**config.mk**
```make
export PLATFORM = sky130hd
export DESIGN_NAME = aclk_gen
export DESIGN_NICKNAME = d
export VERILOG_FILES = /design/src/rtl/aclk_pkg.sv /design/src/rtl/aclk_frac_rate.sv /design/src/rtl/aclk_halver.sv /design/src/rtl/aclk_bitdiv.sv /design/src/rtl/aclk_channel.sv /design/src/rtl/aclk_gen.sv
export SDC_FILE = /design/constraint.sdc
export NUM_CORES = 1
export LEC_CHECK = 0
export BUFFER_PORTS_ARGS = -buffer_cell sky130_fd_sc_hd__buf_2
export CORE_UTILIZATION = 25
export DETAILED_ROUTE_END_ITERATION = 8
export GPL_TIMING_DRIVEN = 1
export PLACE_DENSITY = 0.47
export SKIP_CTS_REPAIR_TIMING = 1
export SLEW_MARGIN = 20
export SYNTH_ARGS = -nofsm -noshare
export SYNTH_HDL_FRONTEND = slang
export SYNTH_SLANG_ARGS = --single-unit
```
**constraint.sdc**
```tcl
create_clock -name clk -period 3.85 [get_ports clk]
set_input_delay 0.1925 -clock clk [delete_from_list [all_inputs] [get_ports clk]]
set_output_delay 0.1925 -clock clk [all_outputs]
set_load 0.02 [all_outputs]
```
**src/rtl/aclk_pkg.sv**
```systemverilog
package aclk_pkg;
    localparam int unsigned ACLK_STEP_W = 8;  // width of X and Y
    localparam int unsigned ACLK_BDIV_W = 6;  // width of bit divider
    localparam int unsigned ACLK_NCHAN  = 2;  // transmit and receive

    // Channel index meaning
    localparam int unsigned ACLK_CH_TX = 0;
    localparam int unsigned ACLK_CH_RX = 1;
endpackage

```
**src/rtl/aclk_frac_rate.sv**
```systemverilog
// Accumulator-based fractional pulse generator: pulse rate = X/Y per clock.
module aclk_frac_rate #(
    parameter int unsigned STEP_W = 8
) (
    input  logic              clk,
    input  logic              rst_n,
    input  logic              clr,
    input  logic [STEP_W-1:0] step_x,
    input  logic [STEP_W-1:0] mod_y,
    output logic              pulse
);
    localparam int unsigned ACC_W = STEP_W + 1;

    typedef struct packed {
        logic [ACC_W-1:0] acc;
        logic             pulse;
    } frac_st_t;

    frac_st_t st_d, st_q;
    logic [STEP_W-1:0] x_eff;
    logic [ACC_W-1:0]  sum;

    always_comb begin
        st_d  = st_q;
        // A modulus below the step saturates to the full rate.
        x_eff = (mod_y < step_x) ? mod_y : step_x;
        sum   = st_q.acc + {1'b0, x_eff};
        if (clr || (step_x == '0) || (mod_y == '0)) begin
            st_d.acc   = '0;
            st_d.pulse = 1'b0;
        end else if (sum >= {1'b0, mod_y}) begin
            st_d.acc   = sum - {1'b0, mod_y};
            st_d.pulse = 1'b1;
        end else begin
            st_d.acc   = sum;
            st_d.pulse = 1'b0;
        end
    end

    always_ff @(posedge clk or negedge rst_n) begin
        if (!rst_n) st_q <= '0;
        else        st_q <= st_d;
    end

    assign pulse = st_q.pulse;
endmodule

```
**src/rtl/aclk_halver.sv**
```systemverilog
// Toggle stage: halves the pulse rate into a level and a rise strobe.
module aclk_halver (
    input  logic clk,
    input  logic rst_n,
    input  logic clr,
    input  logic pulse,
    output logic level,
    output logic rise
);
    typedef struct packed {
        logic level;
        logic rise;
    } half_st_t;

    half_st_t st_d, st_q;

    always_comb begin
        st_d      = st_q;
        st_d.rise = 1'b0;
        if (clr) begin
            st_d.level = 1'b0;
        end else if (pulse) begin
            st_d.level = ~st_q.level;
            st_d.rise  = ~st_q.level;
        end
    end

    always_ff @(posedge clk or negedge rst_n) begin
        if (!rst_n) st_q <= '0;
        else        st_q <= st_d;
    end

    assign level = st_q.level;
    assign rise  = st_q.rise;
endmodule

```
**src/rtl/aclk_bitdiv.sv**
```systemverilog
// Integer divider on master-clock rise strobes: one output per DIV+1 ticks.
module aclk_bitdiv #(
    parameter int unsigned DIV_W = 6
) (
    input  logic             clk,
    input  logic             rst_n,
    input  logic             clr,
    input  logic             tick,
    input  logic [DIV_W-1:0] div,
    output logic             stb
);
    typedef struct packed {
        logic [DIV_W-1:0] cnt;
        logic             stb;
    } div_st_t;

    div_st_t st_d, st_q;

    always_comb begin
        st_d     = st_q;
        st_d.stb = 1'b0;
        if (clr) begin
            st_d.cnt = '0;
        end else if (tick) begin
            if (st_q.cnt == div) begin
                st_d.cnt = '0;
                st_d.stb = 1'b1;
            end else begin
                st_d.cnt = st_q.cnt + 1'b1;
            end
        end
    end

    always_ff @(posedge clk or negedge rst_n) begin
        if (!rst_n) st_q <= '0;
        else        st_q <= st_d;
    end

    assign stb = st_q.stb;
endmodule

```
**src/rtl/aclk_channel.sv**
```systemverilog
// One direction: change detector, fractional stage, halver, bit divider.
module aclk_channel #(
    parameter int unsigned STEP_W = 8,
    parameter int unsigned DIV_W  = 6
) (
    input  logic                clk,
    input  logic                rst_n,
    input  logic [2*STEP_W-1:0] rate,
    input  logic [DIV_W-1:0]    bdiv,
    input  logic                mclk_en,
    output logic                mclk_pin,
    output logic                mclk_stb,
    output logic                bclk_stb
);
    localparam int unsigned CFG_W = 2*STEP_W + DIV_W;

    typedef struct packed {
        logic [CFG_W-1:0] cfg;
    } chan_st_t;

    chan_st_t st_d, st_q;
    logic              cfg_chg;
    logic [STEP_W-1:0] step_x, mod_y;
    logic              frac_pulse, level, rise;

    // Modulus in the low field, step in the high field.
    assign mod_y  = rate[STEP_W-1:0];
    assign step_x = rate[2*STEP_W-1:STEP_W];

    always_comb begin
        st_d     = st_q;
        st_d.cfg = {rate, bdiv};
        cfg_chg  = ({rate, bdiv} != st_q.cfg);
    end

    always_ff @(posedge clk or negedge rst_n) begin
        if (!rst_n) st_q <= '0;
        else        st_q <= st_d;
    end

    aclk_frac_rate #(.STEP_W(STEP_W)) u_frac (
        .clk    (clk),
        .rst_n  (rst_n),
        .clr    (cfg_chg),
        .step_x (step_x),
        .mod_y  (mod_y),
        .pulse  (frac_pulse)
    );

    aclk_halver u_half (
        .clk   (clk),
        .rst_n (rst_n),
        .clr   (cfg_chg),
        .pulse (frac_pulse),
        .level (level),
        .rise  (rise)
    );

    aclk_bitdiv #(.DIV_W(DIV_W)) u_bdiv (
        .clk   (clk),
        .rst_n (rst_n),
        .clr   (cfg_chg),
        .tick  (rise),
        .div   (bdiv),
        .stb   (bclk_stb)
    );

    assign mclk_pin = level & mclk_en;
    assign mclk_stb = rise;
endmodule

```
**src/rtl/aclk_gen.sv**
```systemverilog
module aclk_gen
    import aclk_pkg::*;
#(
    parameter int unsigned STEP_W = ACLK_STEP_W,
    parameter int unsigned DIV_W  = ACLK_BDIV_W
) (
    input  logic                clk,
    input  logic                rst_n,
    input  logic [2*STEP_W-1:0] tx_rate,
    input  logic [DIV_W-1:0]    tx_bdiv,
    input  logic                tx_mclk_en,
    input  logic [2*STEP_W-1:0] rx_rate,
    input  logic [DIV_W-1:0]    rx_bdiv,
    input  logic                rx_mclk_en,
    output logic                tx_mclk,
    output logic                tx_mclk_stb,
    output logic                tx_bclk_stb,
    output logic                rx_mclk,
    output logic                rx_mclk_stb,
    output logic                rx_bclk_stb
);
    localparam int unsigned RATE_W = 2*STEP_W;

    logic [ACLK_NCHAN-1:0][RATE_W-1:0] rate_a;
    logic [ACLK_NCHAN-1:0][DIV_W-1:0]  bdiv_a;
    logic [ACLK_NCHAN-1:0]             en_a, pin_a, mstb_a, bstb_a;

    assign rate_a[ACLK_CH_TX] = tx_rate;
    assign rate_a[ACLK_CH_RX] = rx_rate;
    assign bdiv_a[ACLK_CH_TX] = tx_bdiv;
    assign bdiv_a[ACLK_CH_RX] = rx_bdiv;
    assign en_a[ACLK_CH_TX]   = tx_mclk_en;
    assign en_a[ACLK_CH_RX]   = rx_mclk_en;

    for (genvar c = 0; c < ACLK_NCHAN; c++) begin : g_chan
        aclk_channel #(.STEP_W(STEP_W), .DIV_W(DIV_W)) u_chan (
            .clk      (clk),
            .rst_n    (rst_n),
            .rate     (rate_a[c]),
            .bdiv     (bdiv_a[c]),
            .mclk_en  (en_a[c]),
            .mclk_pin (pin_a[c]),
            .mclk_stb (mstb_a[c]),
            .bclk_stb (bstb_a[c])
        );
    end

    assign tx_mclk     = pin_a[ACLK_CH_TX];
    assign tx_mclk_stb = mstb_a[ACLK_CH_TX];
    assign tx_bclk_stb = bstb_a[ACLK_CH_TX];
    assign rx_mclk     = pin_a[ACLK_CH_RX];
    assign rx_mclk_stb = mstb_a[ACLK_CH_RX];
    assign rx_bclk_stb = bstb_a[ACLK_CH_RX];
endmodule

```
[Word-level counts from Yosys, hierarchy flattened]
Index checks and enable logic that the tools add are counted.
Word-level totals
  register bits: 82
  bits of input ports: 48
  output and inout port bits: 6
Operators by class
  $add $sub $neg: 6
  $lt $le $gt $ge: 4
  equal/unequal tests: 4
  mux-type cells: 22
  bitwise logic cells: 4
  reductions and logical operators: 12
Operators by type and width (number)
  22-bit != test: 2
  10-bit 2-to-1 mux: 4
  8-bit logical NOT: 4
  6-bit 2-to-1 mux: 4
  9-bit by 8-bit adder with 9-bit output: 2
  9-bit by 8-bit greater-or-equal comparator with 1-bit output: 2
  9-bit by 8-bit subtractor with 9-bit output: 2
  8-bit < comparator: 2
  8-bit 2-to-1 mux: 2
  7-bit 2-to-1 mux: 2
  6-bit by 1-bit adder with 6-bit output, second input constant: 2
  6-bit equality test: 2
  1-bit 2-to-1 mux: 8
  2-bit nonzero test: 4
  1-bit logical OR: 4
  2-bit 2-to-1 mux: 2
  1-bit AND: 2
  1-bit inverter: 2

[Depth between registers and ports, before layout]
Gate-level depths: netlist of the first run.
  word-level depth: 6
  mapped depth: 23

[By module]
From an unflattened synthesis of the first run, not the netlist that was laid out.
Second synthesis, totals
  cell total of the unflattened synthesis: 619
  area, all modules: 5900.7 um^2
Modules (own cells, without submodules)
  aclk_frac_rate (g_chan[0].u_chan.u_frac): instances 1, cells each 245, area each 1859.3 um^2, sequential area each 250.2 um^2
  aclk_channel: instances 2, cells each 52, area each 793.3 um^2, sequential area each 550.5 um^2
  aclk_frac_rate (g_chan[1].u_chan.u_frac): instances 1, cells each 168, area each 1463.9 um^2, sequential area each 250.2 um^2
  aclk_bitdiv: instances 2, cells each 46, area each 425.4 um^2, sequential area each 175.2 um^2
  aclk_halver: instances 2, cells each 5, area each 70.1 um^2, sequential area each 50.0 um^2

[Least setup slack after synthesis of the first run]
No wires, ideal clock.
  path type: in2reg
  start: input port rx_rate[12]
  end: register g_chan[1].u_chan.u_frac.st_q[3] in the netlist's numbering
  arrival: 4.382 ns
  data required time: 3.730 ns
  slack: -0.652 ns
  stages: 20
  buffers on the path: 1
  cell sequence: inv_1 ha_1 a21oi_1 nor2_1 a211oi_1 o21ai_1 a21oi_2 mux2_2 ha_1 fa_1 a211oi_2 o21a_1 xnor2_1 ha_1 a211o_1 o31a_1 nor3b_2 buf_4 mux2i_1 nor2_1
RTL lines
  from (decl): line aclk_gen.sv:12  | input logic [2*STEP_W-1:0] rx_rate,
  to (signal assigned): line aclk_frac_rate.sv:42  | else st_q <= st_d;
  to (decl): line aclk_frac_rate.sv:19  | frac_st_t st_d, st_q;

==> metrics.cfg, run 1 <==
[finish]
multiInputGateArea_um2 = 3540
layout_commonest_cell = buf_4
layout-drive-gt1-share_pct = 36.9
syn_to_final_growth_pct = 40.5
num-fill-cells = 2194
nets = 828
utilization_pct = 36.1
diodes = 0
fin_area_um2 = 7660
regArea_um2 = 2050
layout_common_cells = 122 x buf_4, 82 x dfrtp_1, 47 x buf_2

[setup_path]
start_kind = primary input
reg2reg_slack_ns = 0.61
crit_required_ns = 4.12
reg2reg_depth = 14
criticalPathCategory = primary input to register
endpoint_kind = register
reg2reg_to = g_chan[1].u_chan.u_frac.st_q[7]$_DFF_PN0_
reg2reg_from = g_chan[1].u_chan.u_frac.st_q[1]$_DFF_PN0_
crit_arrival_ns = 4.35
worstPathMaxFanout = 10

[logic_synthesis]
syn_area_per_cell_um2 = 10.1
seq_area_frac_synth_pct = 37.6
synth_cell_type_count = 53
synth-edff-count = 0
ys_async_sr_fraction_pct = 100
yosys_warnings = 0
syn_inst = 542
synth_ff_type = dfrtp_1
ys_ff_latch = 82
syn_area_um2 = 5450
syn_nets = 644

[routing]
routed_via_density = 4.61
drcViolationCount = 0
drt_wl_total_mm = 14.5
first_iter_violations = 174
vias = 4638
postRouteAntennaNets = 0
routedWlPerCell_um = 14.4
drt_first_pass_iters = 4

[timing]
max_freq_ghz = 0.245
finalSetupViolations = 10
rsz0062_at_grt = true
fin_crit_ns = 4.09
tightest_slew_ns = 0.876
hold-worst-slack_ns = -0.0286
drv_slew = 0
skew_ns = 0.00649
finalHoldViolCount = 50
period_share_pct = 106
relSlewSlack_pct = 41.6
setup_slack_ns = -0.235

[floorplanning]
coreArea_um2 = 21200
top_level_ports = 54
die_w_um = 150
die_y_um = 150
std_cell_rows = 53
dieArea_um2 = 22400
initial_core_util_pct = 25.7

[power_and_ir_drop]
finalPower_mw = 2.47
p_per_area_nw_per_um2 = 322
p_leak_nw = 3.55
vdd_drop_max_mv = 0.208

[clock_tree]
cts_tree = built
cts_buffers = 9
cts.clk_slew.worst_paths_ns = 0.06
clockBufferDepth = 2
clock_sinks = 82
htree_num_levels = 3
clk_latency_ns = 0.34
cts-root-buf = clkbuf_16

[global_routing]
grt_overflow = 0
antenna_found_initial = 0
grt_pass1_wl_mm = 23.8
grtUsageTotal_pct = 13.5
grt_max_degree = 67
grt_pass1_vias = 4827

[place]
hpwl_mm = 11.6
placed_area_um2 = 7110
port_buffers = 53
gp_congestion = 0.884

[run]
drv_cap = 0

[min_path]
hold_path_class = primary input to asynchronous set/reset pin

[run_status]
outcome = finished, violations left
violations = hold timing, setup timing

[sequential cells by signal, summed over array words and instances (netlist names)]
register	cells
g_chan.u_chan.u_half.rise	2
g_chan.u_chan.st_q	44
g_chan.u_chan.u_half.level	2
g_chan.u_chan.u_frac.pulse	2
g_chan.u_chan.u_bdiv.st_q	12
g_chan.u_chan.u_bdiv.stb	2
g_chan.u_chan.u_frac.st_q	18
[Yosys cell counts, types with 12 or more instances]
master / count / area, um2
o21ai_0: 22 / 110
nor4_1: 12 / 75.1
nand2_1: 25 / 93.8
xnor2_1: 46 / 403
inv_1: 36 / 135
o21a_1: 14 / 105
nand4_1: 15 / 93.8
a21oi_1: 33 / 165
xor2_1: 28 / 245
ha_1: 50 / 626
dfrtp_1: 82 / 2050
o211ai_1: 13 / 97.6
nor2_1: 33 / 124
mux2i_1: 23 / 230
[worst max-delay path: stages]
cell and delay (ns):
buf_12 0.11, inv_12 0.04, ha_4 0.19, a21oi_2 0.13
nor2_1 0.06, a211oi_2 0.21, o21ai_2 0.10, a21oi_4 0.22
mux2_4 0.33, ha_4 0.17, fa_2 0.41, buf_4 0.15
a21o_1 0.16, a21oi_2 0.16, xnor2_2 0.09, ha_1 0.36
o211ai_1 0.12, a21oi_1 0.15, o31a_1 0.24, nor3b_4 0.07
buf_12 0.14, or3b_4 0.39, a21oi_2 0.14
[metrics by stage]
stage                     setup WS (ns)  std cells  hold WS, ns  setup TNS (ns)
after detailed placement         -0.728        983        0.354          -10.58
final                            -0.235       1006      -0.0286           -1.81
after floorplan                  -0.408        542       -0.103           -3.19
after CTS                        -0.384        999     -0.00810           -3.59
after global routing             -0.386       1006      0.00285           -4.20
after global placement           -0.602        983        0.352           -9.40
[metal layers]
metal / track usage (%) / vias to the layer above / part of all wire [%]
li1: - / 2308 / -
met1: 17.0 / 2233 / 46
met2: 23.2 / 79 / 49
met3: 2.38 / 18 / 3.2
met4: 4.55 / 0 / 2.0
met5: 0 / - / 0
[layout make-up]
class | instances | area share [%]
Clock buffer | 10 | 2.99
Clock inverter | 6 | 0.653
Inverter | 36 | 2.09
Multi-Input combinational cell | 419 | 46.2
Sequential cell | 82 | 26.8
Tap cell | 275 | 4.49
Timing Repair Buffer | 178 | 16.8
[kinds of logic after synthesis]
logic type / share of synthesized area (%)
flip-flops: 37.6
AND/OR/NAND/NOR: 15.6
AO/OA/AOI/OAI: 14.0
multiplexers: 4.84
adder cells (fa/ha/maj): 12.9
buffers and inverters: 3.12
XOR/XNOR: 11.9
[report_power, final]
part | total [mW] | internal [mW] | switching [mW]
registers | 0.895 | 0.885 | 0.0102
logic | 0.754 | 0.394 | 0.360
clock network | 0.816 | 0.445 | 0.371
[how the worst max path moves through the flow]
stage | start | to | slack [ns] | cells after the start
final | rx_rate[12] | g_chan[1].u_chan.u_frac.st_q[7]$_DFF_PN0_ | -0.24 | 23
after global placement | rx_rate[12] | g_chan[1].u_chan.u_frac.st_q[7]$_DFF_PN0_ | -0.60 | 22
after global routing | rx_rate[12] | g_chan[1].u_chan.u_frac.st_q[7]$_DFF_PN0_ | -0.39 | 23
after floorplan | rx_rate[12] | g_chan[1].u_chan.u_frac.st_q[3]$_DFF_PN0_ | -0.41 | 20
after CTS | rx_rate[12] | g_chan[1].u_chan.u_frac.st_q[7]$_DFF_PN0_ | -0.38 | 22
after detailed placement | rx_rate[12] | g_chan[1].u_chan.u_frac.st_q[7]$_DFF_PN0_ | -0.73 | 22
Note: power is estimated with default switching activity, not from simulation.
==> run 2, diff against run 1 <==
--- a/config.mk
+++ b/config.mk
@@ -8,8 +8,6 @@
 export BUFFER_PORTS_ARGS = -buffer_cell sky130_fd_sc_hd__buf_2
 export CORE_UTILIZATION = 25
 export DETAILED_ROUTE_END_ITERATION = 8
-export GPL_TIMING_DRIVEN = 1
-export PLACE_DENSITY = 0.47
 export SKIP_CTS_REPAIR_TIMING = 1
 export SLEW_MARGIN = 20
 export SYNTH_ARGS = -nofsm -noshare
==> metrics.cfg, run 2 (synthesis gave the netlist of run 1 again) <==
[finish]
layout-drive-gt1-share_pct = 36.6
top_register = g_chan.u_chan.st_q
layout_commonest_cell = buf_4
largestRegisters = g_chan.u_chan.st_q: 44 flops, g_chan.u_chan.u_frac.st_q: 18 flops, g_chan.u_chan.u_bdiv.st_q: 12 flops
syn_to_final_growth_pct = 41.1
utilization_pct = 36.3
largest_register_ffs = 44
layout_common_cells = 110 x buf_4, 82 x dfrtp_1, 49 x buf_2
nets = 824
diodes = 0

[power_and_ir_drop]
finalPower_mw = 2.55
p_per_area_nw_per_um2 = 331
power_frac_seq_pct = 35.2
vdd_drop_max_mv = 0.217
p_switching_uw = 735
p_comb_share_pct = 29.7
switching_share_pct = 28.9
clkPwrFrac_pct = 35.1
internal-power_mw = 1.81
p_leak_nw = 3.55

[global_routing]
grtUsageTotal_pct = 12.4
grt_max_degree = 60
antenna_found_initial = 0
grt_pass1_wl_mm = 21.9
grt_pass1_vias = 4466
grt_overflow = 0

[run_status]
violations = setup timing
outcome = finished, violations left

[place]
port_buffers = 53
gp_congestion = 0.811
hpwl_mm = 10.6

[setup_path]
crit_arrival_ns = 4.32
endpoint_kind = register
start_kind = primary input
criticalPathCategory = primary input to register
worstPathMaxFanout = 6
crit_required_ns = 4.08

[min_path]
hold_path_class = primary input to register

[clock_tree]
cts.clk_slew.worst_paths_ns = 0.07
cts-root-buf = clkbuf_16
clockBufferDepth = 2
cts_tree = built
htree_num_levels = 3
clock_sinks = 82
clk_latency_ns = 0.34
cts_buffers = 9

[routing]
drt_wl_total_mm = 13.6
first_iter_violations = 177
postRouteAntennaNets = 0
drcViolationCount = 0
routed_via_density = 4.48
drt_first_pass_iters = 4
vias = 4490
routedWlPerCell_um = 13.6

[timing]
max_freq_ghz = 0.244
rsz0062_at_grt = true
skew_ns = 0.00878
setup_slack_ns = -0.247
finalSetupViolations = 11
tightest_slew_ns = 0.806
period_share_pct = 106
finalHoldViolCount = 0
relSlewSlack_pct = 46.2
fin_crit_ns = 4.10
drv_slew = 0

[floorplanning]
die_y_um = 150
die_w_um = 150
initial_core_util_pct = 25.7
std_cell_rows = 53
dieArea_um2 = 22400
top_level_ports = 54
coreArea_um2 = 21200

[run]
drv_cap = 0

## run 2: cell types whose count changed in the layout (fill, tap and decap cells not counted), sizes merged
cell / change
dlygate4sd3: +3
clkbuf: +1
buf: -8
bufinv: +1
inv: -1
## run 2: routing by layer
layer,vias up,track usage (%),routed length [um]
li1,2309,-,-
met1,2108,16.9,6650
met2,60,20.3,6460
met3,13,1.95,382
met4,0,3.03,147
met5,-,0,0
## run 2: worst paths after layout
| path | start | to | slack (ns) | cells past startpoint |
|---|---|---|---|---|
| hold reg to reg | g_chan[0].u_chan.u_half.level$_DFFE_PN0P_ | g_chan[0].u_chan.u_half.rise$_DFF_PN0_ | 0.48 | 1 |
| max in group asynchronous | rst_n | g_chan[1].u_chan.u_frac.st_q[4]$_DFF_PN0_ | 2.52 | 3 |
| setup / recovery | rx_rate[12] | g_chan[1].u_chan.u_frac.st_q[5]$_DFF_PN0_ | -0.25 | 21 |
| hold / removal | rx_bdiv[1] | g_chan[1].u_chan.st_q[1]$_DFF_PN0_ | 0.01 | 1 |
| setup reg to reg | g_chan[1].u_chan.u_frac.st_q[1]$_DFF_PN0_ | g_chan[1].u_chan.u_frac.st_q[5]$_DFF_PN0_ | 0.66 | 12 |
| min in group asynchronous | rst_n | g_chan[0].u_chan.st_q[20]$_DFF_PN0_ | 0.47 | 2 |
## run 2: cell type report
cell class              instances  area (um2)
multi-input cells             419        3540
clock inverters                 6        71.3
repair buffers                174        1280
well taps                     275         344
inverters                      36         163
flip-flops and latches         82        2050
fillers                      2165       13500
clock buffers                  10         239
## run 2: critical path: stages
cell and delay [ns]:
buf_12 0.11, inv_12 0.05, ha_4 0.19, a21oi_2 0.10
nor2_1 0.05, a211oi_1 0.23, o21ai_1 0.15, a21oi_4 0.22
mux2_4 0.33, ha_4 0.17, fa_2 0.40, a211oi_2 0.24
o21a_1 0.20, xnor2_2 0.15, ha_4 0.25, a211o_1 0.27
o31a_1 0.30, nor3b_4 0.28, clkbuf_16 0.20, mux2i_1 0.17
nor2_1 0.06
## run 2: power groups by stage
stage,sequential [mW],clock [mW],combinational (mW)
5_1_grt,0.896,0.952,0.831
3_5_place_dp,0.911,0,0.684
2_1_floorplan,0.910,0,0.390
3_3_place_gp,0.910,0,0.679
4_1_cts,0.895,0.920,0.688
6_report,0.895,0.894,0.757
## run 2: through the flow
stage | hold slack [ns] | area (um2) | cells | setup TNS [ns] | worst slack (ns)
2_1_floorplan | -0.103 | 5640 | 542 | -3.19 | -0.408
3_3_place_gp | 0.325 | 7040 | 972 | -9.14 | -0.602
3_5_place_dp | 0.319 | 7040 | 972 | -10.36 | -0.684
4_1_cts | -0.0544 | 7350 | 988 | -3.13 | -0.319
5_1_grt | 0.00313 | 7690 | 1002 | -4.13 | -0.447
6_report | 0.0143 | 7690 | 1002 | -1.75 | -0.247
